==> src/rtl/mod_timer_pkg.sv <==
package mod_timer_pkg;
    // Control/status byte bit positions (software-visible layout).
    localparam int CTL_FLAG = 7;
    localparam int CTL_IE   = 6;
    localparam int CTL_STOP = 5;
    localparam int CTL_CLR  = 4;

    // Offset of the control/status byte; count and modulo bytes follow.
    localparam int OFS_CTRL = 0;
endpackage

==> src/rtl/mod_timer_presc.sv <==
module mod_timer_presc #(
    parameter int SEL_W = 3
) (
    input  logic             clk,
    input  logic             rst_n,
    input  logic             run,
    input  logic             clr,
    input  logic [SEL_W-1:0] sel,
    input  logic             pin,
    output logic             tick
);
    localparam int DIV_W   = (1 << SEL_W) - 2;
    localparam int SYNC_W  = 3;
    localparam logic [SEL_W-1:0] SEL_EXT = '1;

    typedef struct packed {
        logic [DIV_W-1:0]  div;
        logic [SYNC_W-1:0] sync;
    } presc_t;

    presc_t st_d, st_q;
    logic [DIV_W-1:0] mask;
    logic             ext_mode;
    logic             pin_edge;

    always_comb begin
        for (int i = 0; i < DIV_W; i++) begin
            mask[i] = (i < int'(sel));
        end
        ext_mode = (sel == SEL_EXT);
        pin_edge = st_q.sync[1] & ~st_q.sync[2];
        tick     = ext_mode ? pin_edge : ((st_q.div & mask) == mask);

        st_d      = st_q;
        st_d.sync = {st_q.sync[SYNC_W-2:0], pin};
        if (clr) begin
            st_d.div = '0;
        end else if (run && !ext_mode) begin
            st_d.div = st_q.div + 1'b1;
        end
    end

    always_ff @(posedge clk or negedge rst_n) begin
        if (!rst_n) begin
            st_q <= '0;
        end else begin
            st_q <= st_d;
        end
    end
endmodule

==> src/rtl/mod_timer_cnt.sv <==
module mod_timer_cnt #(
    parameter int CNT_W = 16
) (
    input  logic             clk,
    input  logic             rst_n,
    input  logic             run,
    input  logic             tick,
    input  logic             clr,
    input  logic [CNT_W-1:0] modulo,
    output logic [CNT_W-1:0] count,
    output logic             wrap
);
    typedef struct packed {
        logic [CNT_W-1:0] cnt;
    } cnt_t;

    cnt_t st_d, st_q;
    logic step;

    always_comb begin
        step  = run && tick && !clr;
        wrap  = step && (st_q.cnt == modulo);
        count = st_q.cnt;

        st_d = st_q;
        if (clr) begin
            st_d.cnt = '0;
        end else if (step) begin
            st_d.cnt = wrap ? '0 : st_q.cnt + 1'b1;
        end
    end

    always_ff @(posedge clk or negedge rst_n) begin
        if (!rst_n) begin
            st_q <= '0;
        end else begin
            st_q <= st_d;
        end
    end
endmodule

==> src/rtl/mod_timer_regs.sv <==
module mod_timer_regs
    import mod_timer_pkg::*;
#(
    parameter int CNT_W  = 16,
    parameter int SEL_W  = 3,
    parameter int ADDR_W = 3,
    parameter int DATA_W = 8
) (
    input  logic              clk,
    input  logic              rst_n,
    input  logic [ADDR_W-1:0] addr,
    input  logic [DATA_W-1:0] wdata,
    input  logic              we,
    input  logic              re,
    input  logic [CNT_W-1:0]  count,
    input  logic              wrap,
    output logic [DATA_W-1:0] rdata,
    output logic [CNT_W-1:0]  modulo,
    output logic [SEL_W-1:0]  sel,
    output logic              stop,
    output logic              clr,
    output logic              flag,
    output logic              ie
);
    localparam int NB       = CNT_W / DATA_W;
    localparam int OFS_CNT  = OFS_CTRL + 1;
    localparam int OFS_MOD  = OFS_CNT + NB;

    typedef struct packed {
        logic             flag;
        logic             ie;
        logic             stop;
        logic [SEL_W-1:0] sel;
        logic             armed;
        logic [CNT_W-1:0] modulo;
    } regs_t;

    regs_t st_d, st_q;
    logic  ctrl_wr;
    logic  ctrl_rd;

    always_comb begin
        ctrl_wr = we && (int'(addr) == OFS_CTRL);
        ctrl_rd = re && (int'(addr) == OFS_CTRL);
        clr     = ctrl_wr && wdata[CTL_CLR];

        st_d = st_q;

        // Sticky flag: a new wrap takes priority over the two-step clear.
        if (wrap) begin
            st_d.flag = 1'b1;
        end else if (ctrl_wr && !wdata[CTL_FLAG] && st_q.armed) begin
            st_d.flag = 1'b0;
        end

        if (ctrl_wr) begin
            st_d.armed = 1'b0;
        end else if (ctrl_rd && st_q.flag) begin
            st_d.armed = 1'b1;
        end

        if (ctrl_wr) begin
            st_d.ie   = wdata[CTL_IE];
            st_d.stop = wdata[CTL_STOP];
            st_d.sel  = wdata[SEL_W-1:0];
        end

        for (int b = 0; b < NB; b++) begin
            if (we && int'(addr) == OFS_MOD + b) begin
                st_d.modulo[(NB-1-b)*DATA_W +: DATA_W] = wdata;
            end
        end

        rdata = '0;
        if (int'(addr) == OFS_CTRL) begin
            rdata[CTL_FLAG]    = st_q.flag;
            rdata[CTL_IE]      = st_q.ie;
            rdata[CTL_STOP]    = st_q.stop;
            rdata[SEL_W-1:0]   = st_q.sel;
        end
        for (int b = 0; b < NB; b++) begin
            if (int'(addr) == OFS_CNT + b) begin
                rdata = count[(NB-1-b)*DATA_W +: DATA_W];
            end
            if (int'(addr) == OFS_MOD + b) begin
                rdata = st_q.modulo[(NB-1-b)*DATA_W +: DATA_W];
            end
        end

        modulo = st_q.modulo;
        sel    = st_q.sel;
        stop   = st_q.stop;
        flag   = st_q.flag;
        ie     = st_q.ie;
    end

    always_ff @(posedge clk or negedge rst_n) begin
        if (!rst_n) begin
            st_q        <= '0;
            st_q.stop   <= 1'b1;
            st_q.modulo <= '1;
        end else begin
            st_q <= st_d;
        end
    end
endmodule

==> src/rtl/mod_timer.sv <==
module mod_timer #(
    parameter int CNT_W  = 16,
    parameter int SEL_W  = 3,
    parameter int ADDR_W = 3,
    parameter int DATA_W = 8
) (
    input  logic              clk,
    input  logic              rst_n,
    input  logic              tmr_pin_i,
    input  logic [ADDR_W-1:0] bus_addr_i,
    input  logic [DATA_W-1:0] bus_wdata_i,
    input  logic              bus_we_i,
    input  logic              bus_re_i,
    output logic [DATA_W-1:0] bus_rdata_o,
    output logic              irq_o,
    output logic              cap_block_o
);
    logic [CNT_W-1:0] cnt_val;
    logic [CNT_W-1:0] mod_val;
    logic [SEL_W-1:0] src_sel;
    logic             stop;
    logic             clr;
    logic             tick;
    logic             wrap;
    logic             flag;
    logic             ie;
    logic             run;

    assign run         = !stop;
    assign irq_o       = flag && ie;
    assign cap_block_o = stop;

    mod_timer_regs #(
        .CNT_W (CNT_W),
        .SEL_W (SEL_W),
        .ADDR_W(ADDR_W),
        .DATA_W(DATA_W)
    ) u_regs (
        .clk   (clk),
        .rst_n (rst_n),
        .addr  (bus_addr_i),
        .wdata (bus_wdata_i),
        .we    (bus_we_i),
        .re    (bus_re_i),
        .count (cnt_val),
        .wrap  (wrap),
        .rdata (bus_rdata_o),
        .modulo(mod_val),
        .sel   (src_sel),
        .stop  (stop),
        .clr   (clr),
        .flag  (flag),
        .ie    (ie)
    );

    mod_timer_presc #(
        .SEL_W(SEL_W)
    ) u_presc (
        .clk  (clk),
        .rst_n(rst_n),
        .run  (run),
        .clr  (clr),
        .sel  (src_sel),
        .pin  (tmr_pin_i),
        .tick (tick)
    );

    mod_timer_cnt #(
        .CNT_W(CNT_W)
    ) u_cnt (
        .clk   (clk),
        .rst_n (rst_n),
        .run   (run),
        .tick  (tick),
        .clr   (clr),
        .modulo(mod_val),
        .count (cnt_val),
        .wrap  (wrap)
    );
endmodule

==> config.mk <==
export PLATFORM = sky130hd
export DESIGN_NAME = mod_timer
export DESIGN_NICKNAME = d
export VERILOG_FILES = /design/src/rtl/mod_timer_pkg.sv /design/src/rtl/mod_timer_presc.sv /design/src/rtl/mod_timer_cnt.sv /design/src/rtl/mod_timer_regs.sv /design/src/rtl/mod_timer.sv
export SDC_FILE = /design/constraint.sdc
export NUM_CORES = 1
export LEC_CHECK = 0
export ABC_CLOCK_PERIOD_IN_PS = 2100
export CORE_ASPECT_RATIO = 1.25
export CORE_MARGIN = 5
export CORE_UTILIZATION = 43
export DETAILED_ROUTE_END_ITERATION = 8
export HOLD_SLACK_MARGIN = 0.12
export PLACE_DENSITY_LB_ADDON = 0.1
export RECOVER_POWER = 50
export SLEW_MARGIN = 30
export SYNTH_ARGS = -nofsm -noshare
export SYNTH_HDL_FRONTEND = slang
export SYNTH_SLANG_ARGS = --single-unit
==> constraint.sdc <==
create_clock -name clk -period 2.1 [get_ports clk]
set_clock_uncertainty 0.15 [all_clocks]
set_input_delay 0.42 -clock clk [delete_from_list [all_inputs] [get_ports clk]]
set_output_delay 0.42 -clock clk [all_outputs]
set_load 0.03 [all_outputs]
==> out/metrics.csv, run 1 <==
stage;metric;value;unit
status;outcome;finished with violations;
status;violations;setup timing;
clock_network;cts_tree;yes;
route;drt_wl_total;7360;µm
layout;stdcell_count;419;
power_and_ir_drop;power.density;916;mW/mm²
worst_setup_path;crit_path_top_delay_cell;dfrtp_2;
floorplanning;die_y;98.3;µm
clock_network;htreeDepth;2;
clock_network;root_buffer;clkbuf_8;
yosys;yosysWarnings;0;
worst_setup_path;timing.rr.start;u_regs.sel[0];
floorplanning;num_rows;32;
timing;maxSlewHeadroom;21.2;%
layout;final_area;0.00374;mm²
timing;hold_viol;0;
timing;fin_ws;-0.0777;ns
place;hpwl;5200;µm
clock_network;cts_buffers;5;
worst_setup_path;path_max_fanout;6;
route;avgRoutedWirePerCell;17.6;µm
route;viasPerCell;5.41;
worst_setup_path;crit_type;reg -> reg;
worst_setup_path;crit_chain;nor2b_4 -> o311a_4 -> buf_6 -> or3_4 -> buf_6 -> and3_4 -> a31o_1;
run;maxCapViolations;0;
timing;fmax;459;MHz
route;drtAntennaViolNets;0;
power_and_ir_drop;power.total;3420;µW
yosys;synth_top_area_share;28.9;%
place;gp_congestion;0.870;
worst_setup_path;worstSetupStartpointType;flip-flop;
layout;most-common-layout-cells;buf_4 (45), dfrtp_1 (28), mux2_2 (21);
layout;syn2layout_area_growth;39.4;%
layout;diodes;0;
clock_network;clk_pin_slew_worst_paths;0.09;ns
yosys;async_flop_share;100;%
yosys;yosysTopAreaCell;dfrtp_1;
global_routing;grt_pass1_vias;2382;
yosys;synth.net_count;277;
floorplanning;initial_core_util;43.7;%
yosys;synth_area_leaders;dfrtp_1 (29%), dfstp_2 (17%), mux2_2 (8.8%);
worst_setup_path;cp_top_family;simple AND/OR/NAND/NOR gates;
floorplanning;die-area;0.00792;mm²
yosys;netlist_instances;259;
worst_setup_path;arrival;2.22;ns
worst_setup_path;crit_buf_inv;2;
hold_path;holdCritPathClass;reg -> reg;
route;drc;0;
global_routing;grt_max_degree;49;
timing;tns;-0.447;ns
yosys;seq_area_frac_synth;45.6;%
worst_setup_path;crit_start;u_regs.sel[0];
place;place_inst;399;
route;vias;2268;
global_routing;track_usage;19.5;%
clock_network;clk_latency;0.30;ns
layout;fill_cells;538;
timing;timing.final.crit_share;104;%
layout;drive_above_1_share;45.8;%
clock_network;clk_path_buf_depth;2;
global_routing;antenna_found_initial;0;
worst_setup_path;crit_top_cell;buf_6;
route;drt-initial-drc-count;96;
power_and_ir_drop;leakagePower;0.00158;µW
layout;multi_input_comb_area;0.00159;mm²
timing;rsz0062_at_grt;yes;
yosys;synth_ff_type;dfrtp_1;
global_routing;grt_pass1_wl;11900;µm
timing;setup_viol;15;
layout;nets;351;
timing;period_needed;2.18;ns
place;postPlaceCellArea;0.00336;mm²
yosys;post_synth.cell_area_avg;10.3;µm²
worst_setup_path;end_kind;flip-flop;
worst_setup_path;crit_path_max_incr_delay;0.46;ns
yosys;yosysUniqueCellTypes;42;
timing;tightest_slew;1.18;ns
floorplanning;fp.coreArea;0.00613;mm²
floorplanning;die_x;80.6;µm
place;portBuffers;25;
hold_path;hold_start;u_presc.st_d[1];
clock_network;cts.sinks;48;
yosys;synth-seq-cells;48;
yosys;synth-edff-count;0;
route;first_pass_iters;4;
power_and_ir_drop;peakVddDrop;0.000650;V
worst_setup_path;critical_path_required;2.15;ns
global_routing;gr-total-overflow;0;
layout;register_area;0.00123;mm²
layout;layout_commonest_cell;buf_4;
floorplanning;ios;26;
yosys;syn_area;0.00268;mm²
timing;slew_viol_final;0;
## logic make-up after synthesis
logic type	after synthesis	share of synthesized area (%)
AO/OA/AOI/OAI	51	12.2
XOR/XNOR	26	8.50
adder cells (fa/ha/maj)	2	0.934
buffers and inverters	14	2.15
flip-flops	48	45.6
multiplexers	30	12.2
AND/OR/NAND/NOR	88	18.4
## timing repair
item	CTS	global route
endpoints found under the hold margin	31	0
resized for setup	32	26
endpoints found under the setup margin	26	24
pin swaps	11	6
hold buffers	1	0
gates cloned	2	0
setup buffers	8	3
## power breakdown
part / switching (µW) / internal, µW / leakage [µW]
Combinational: 596 / 748 / 0.000944
Clock: 319 / 342 / 0.0000596
Sequential: 236 / 1180 / 0.000573
## final timing paths
| check | end | slack, ns | depth (start not counted) |
|---|---|---|---|
| max | u_cnt.count[1] | -0.08 | 7 |
| min | u_presc.st_d[2] | 0.20 | 0 |
| max reg2reg | u_cnt.count[1] | -0.08 | 7 |
| min reg2reg | u_presc.st_d[2] | 0.20 | 0 |
| max in group asynchronous | u_regs.sel[1] | 0.19 | 3 |
| min in group asynchronous | u_regs.st_q[16] | 0.81 | 3 |
## flip-flops by register name (all words and copies together), names as in the netlist
name	flops
u_cnt.count	16
u_presc.st_d	2
u_presc.st_q	7
u_regs.flag	1
u_regs.ie	1
u_regs.modulo	16
u_regs.sel	3
u_regs.st_q	1
u_regs.stop	1
## synthesized netlist by cell type, types with 2 or more instances
cell	count
a22oi_1	8
nand4_1	6
nand3_1	4
nor2_1	20
dfrtp_1	31
or3_1	10
xnor2_1	8
dfstp_2	17
ha_1	2
xor2_1	18
buf_2	4
mux2_2	21
or4_1	2
mux2i_1	9
o21ai_0	5
o21ai_1	5
nand2b_1	4
clkbuf_1	9
and2_1	4
a21oi_1	16
nor4b_1	2
nand3b_1	2
and4_1	2
nor4_1	7
and3_1	5
o22ai_1	8
nand2_1	10
nor2b_1	6
## stage by stage
step | util (%) | worst slack (ns) | hold slack (ns)
after global routing | 61.0 | -0.127 | 0.217
after floorplan | - | -0.0882 | -0.0256
after CTS | 60.0 | -0.0930 | 0.203
final | 61.0 | -0.0777 | 0.198
after global placement | 54.8 | -0.328 | 0.184
after detailed placement | 54.8 | -0.339 | 0.190
## worst register-to-register path: cells and delay by family, from the launching register on
family          cells  cell delay (ns)
simple gates        3             0.68
compound gates      2             0.51
flops               1             0.46
buf+inv             2             0.27
## routing by layer
| metal | global-route usage [%] | vias to the layer above | routed length [µm] |
|---|---|---|---|
| li1 | - | 1092 | - |
| met3 | 3.32 | 10 | 222 |
| met1 | 24.0 | 1129 | 3190 |
| met4 | 5.72 | 0 | 114 |
| met2 | 34.5 | 37 | 3830 |
| met5 | 0 | - | 0 |
## cell type report
cell class,count,share of cell area (%)
Sequential cell,48,32.8
Tap cell,85,2.85
Clock buffer,7,2.88
Clock inverter,1,0.234
Timing Repair Buffer,80,18.6
Multi-Input combinational cell,197,42.6
Inverter,1,0.100
Note: power is estimated with default switching activity, not from simulation.
==> inputs of run 2 (changes only) <==
--- a/config.mk
+++ b/config.mk
@@ -10,6 +10,7 @@
 export CORE_MARGIN = 5
 export CORE_UTILIZATION = 43
 export DETAILED_ROUTE_END_ITERATION = 8
+export GPL_TIMING_DRIVEN = 0
 export HOLD_SLACK_MARGIN = 0.12
 export PLACE_DENSITY_LB_ADDON = 0.1
 export RECOVER_POWER = 50
==> out/metrics.csv, run 2 (synthesis results as in run 1) <==
stage;metric;value;unit;change
hold_path;min_to;u_presc.st_d[2];;
floorplanning;die-area;0.00792;mm²;unchanged
global_routing;track_usage;18.4;%;-1.1 points
power_and_ir_drop;p_sw_share;34.8;%;+1.2 points
power_and_ir_drop;power_frac_clock;18.8;%;-0.5 points
global_routing;gr-total-overflow;0;;unchanged
worst_setup_path;r2r_end;u_cnt.count[15];;
route;drc;0;;unchanged
clock_network;clk_latency;0.31;ns;about the same
global_routing;grt_pass1_vias;2282;;-4.2%
route;drtAntennaViolNets;0;;unchanged
layout;final_area;0.00348;mm²;-6.9%
global_routing;grt_max_degree;49;;unchanged
hold_path;hold_depth;0;;unchanged
timing;fmax;448;MHz;-2.5%
layout;fill_cells;560;;+4.1%
worst_setup_path;critical_path_required;2.19;ns;+0.04 ns
global_routing;grt_pass1_wl;11400;µm;-3.9%
route;drt_wl_total;6950;µm;-5.5%
timing;tightest_slew;1.22;ns;+0.0324 ns
layout;diodes;0;;unchanged
hold_path;holdCritPathClass;reg -> reg;;
timing;setup_viol;15;;unchanged
layout;most-common-layout-cells;dfrtp_1 (29), mux2_2 (21), nor2_1 (19);;
clock_network;cts.sinks;48;;unchanged
power_and_ir_drop;leakagePower;0.00145;µW;-8.4%
power_and_ir_drop;p_int;1990;µW;-12%
route;viasPerCell;5.55;;+2.6%
layout;layout_commonest_cell;dfrtp_1;;
worst_setup_path;crit_type;reg -> reg;;
worst_setup_path;reg2reg_depth;8;;+1
floorplanning;die_y;98.3;µm;unchanged
place;gp_congestion;0.803;;-7.7%
timing;period_needed;2.23;ns;+0.0556 ns
power_and_ir_drop;power.density;877;mW/mm²;-4.3%
layout;nets;321;;-8.5%
worst_setup_path;worstSetupStartpointType;flip-flop;;
timing;slew_viol_final;0;;unchanged
timing;fin_ws;-0.133;ns;-0.0556 ns
clock_network;cts_buffers;5;;unchanged
floorplanning;initial_core_util;43.7;%;unchanged
clock_network;root_buffer;clkbuf_8;;
worst_setup_path;arrival;2.33;ns;+0.11 ns
worst_setup_path;path_max_fanout;5;;-1
route;vias;2160;;-4.8%
route;drt-initial-drc-count;43;;-55%
status;outcome;finished with violations;;
power_and_ir_drop;pwr-share-seq;47.2;%;+5.7 points
timing;maxSlewHeadroom;19.0;%;-2.2 points
run;maxCapViolations;0;;unchanged
route;first_pass_iters;4;;unchanged
status;violations;setup timing;;
worst_setup_path;timing.rr.start;u_regs.sel[0];;
place;hpwl;4760;µm;-8.4%
timing;timing.final.crit_share;106;%;+2.6 points
worst_setup_path;end_kind;flip-flop;;
timing;hold_viol;0;;unchanged
floorplanning;die_x;80.6;µm;unchanged
layout;drive_above_1_share;38.5;%;-7.3 points
route;avgRoutedWirePerCell;17.9;µm;+1.8%
timing;rsz0062_at_grt;yes;;
place;portBuffers;24;;-4.0%
floorplanning;num_rows;32;;unchanged
power_and_ir_drop;p_comb_share;33.9;%;-5.3 points
clock_network;htreeDepth;2;;unchanged
clock_network;clk_pin_slew_worst_paths;0.09;ns;about the same
floorplanning;fp.coreArea;0.00613;mm²;unchanged
place;postPlaceCellArea;0.00311;mm²;-7.3%
layout;syn2layout_area_growth;29.8;%;
worst_setup_path;regToRegSetupSlack;-0.13;ns;-0.06 ns
power_and_ir_drop;peakVddDrop;0.000513;V;-21%
hold_path;hold_start;u_presc.st_d[1];;
place;place_ws;-1.28;ns;-0.945 ns
clock_network;clk_path_buf_depth;2;;unchanged
global_routing;antenna_found_initial;0;;unchanged
floorplanning;ios;26;;unchanged
power_and_ir_drop;p_switching;1060;µW;-7.8%
clock_network;cts_tree;yes;;
## run 2: cell types whose count changed in the layout (fill, tap and decap cells not counted), moves of 2 or more
cell,previous run,this run
buf_2,2,4
buf_4,45,13
o21ai_1,4,6
nor2_1,15,19
nor2_2,3,1
buf_6,13,11
nor4b_2,2,0
clkinv_2,0,2
and3_1,3,5
and3_4,2,0
o21ai_0,5,3
dlygate4sd2_1,4,1
clkbuf_4,0,2
nor2_4,2,0
## run 2: power groups by stage
| stage | Clock (µW) | Combinational (µW) | Sequential [µW] |
|---|---|---|---|
| global placement | 0 | 920 | 1430 |
| global route | 628 | 1150 | 1480 |
| floorplan | 0 | 693 | 1370 |
| CTS | 592 | 1020 | 1420 |
| detailed placement | 0 | 936 | 1440 |
| finish | 574 | 1040 | 1440 |
## run 2: timing repair
item,CTS,global route
resized for setup,82,32
buffers inserted,12,2
endpoints found under the setup margin,48,26
hold buffers,1,0
pin swaps,12,7
cloned,2,0
hold endpoints to repair,31,0
## run 2: per-stage QoR
step	power (µW)	instances	TNS, ns	utilization (%)	hold slack, ns
after floorplan	2070	259	-0.735	-	-0.0256
after global placement	2350	368	-77.55	50.6	0.184
after CTS	3040	389	-1.17	55.2	0.210
final	3050	389	-0.938	56.8	0.207
after global routing	3260	389	-2.08	56.8	0.236
after detailed placement	2370	368	-31.02	50.8	0.190
## run 2: layer usage
layer  GRT usage, %  wire (µm)  vias to the layer above
li1               -          -                     1039
met4           4.42         58                        0
met2           31.8       3500                       41
met1           24.0       3130                     1073
met5              0          0                        -
met3           2.86        255                        7
## run 2: worst max-delay path, stage by stage, from the launching register on
cell and delay (ns):
dfrtp_2 0.45, buf_6 0.13, nand2b_1 0.05, a222oi_1 0.09, buf_4 0.17, or4_4 0.52, buf_6 0.15, or3_4 0.32
a21oi_2 0.13
## run 2: how the worst max path moves through the flow
stage,startpoint,cells past startpoint,end,slack [ns]
after floorplan,u_regs.sel[0],6,u_cnt.count[8],-0.09
final,u_regs.sel[0],8,u_cnt.count[15],-0.13
after CTS,u_regs.sel[0],8,u_cnt.count[15],-0.17
after global placement,bus_addr_i[2],6,bus_rdata_o[6],-1.23
after global routing,u_regs.sel[0],8,u_cnt.count[15],-0.21
after detailed placement,bus_addr_i[2],6,bus_rdata_o[0],-1.28
## run 2: final cells by class
| cell class | count | area [µm²] | area share (%) |
|---|---|---|---|
| multi-input combinational | 197 | 1570 | 45.3 |
| clock inverter | 2 | 10.0 | 0.288 |
| clock buffer | 6 | 82.6 | 2.37 |
| tap | 85 | 106 | 3.06 |
| inverter | 1 | 3.75 | 0.108 |
| buffer | 9 | 115 | 3.31 |
| timing repair buffer | 41 | 362 | 10.4 |
| sequential | 48 | 1220 | 35.2 |
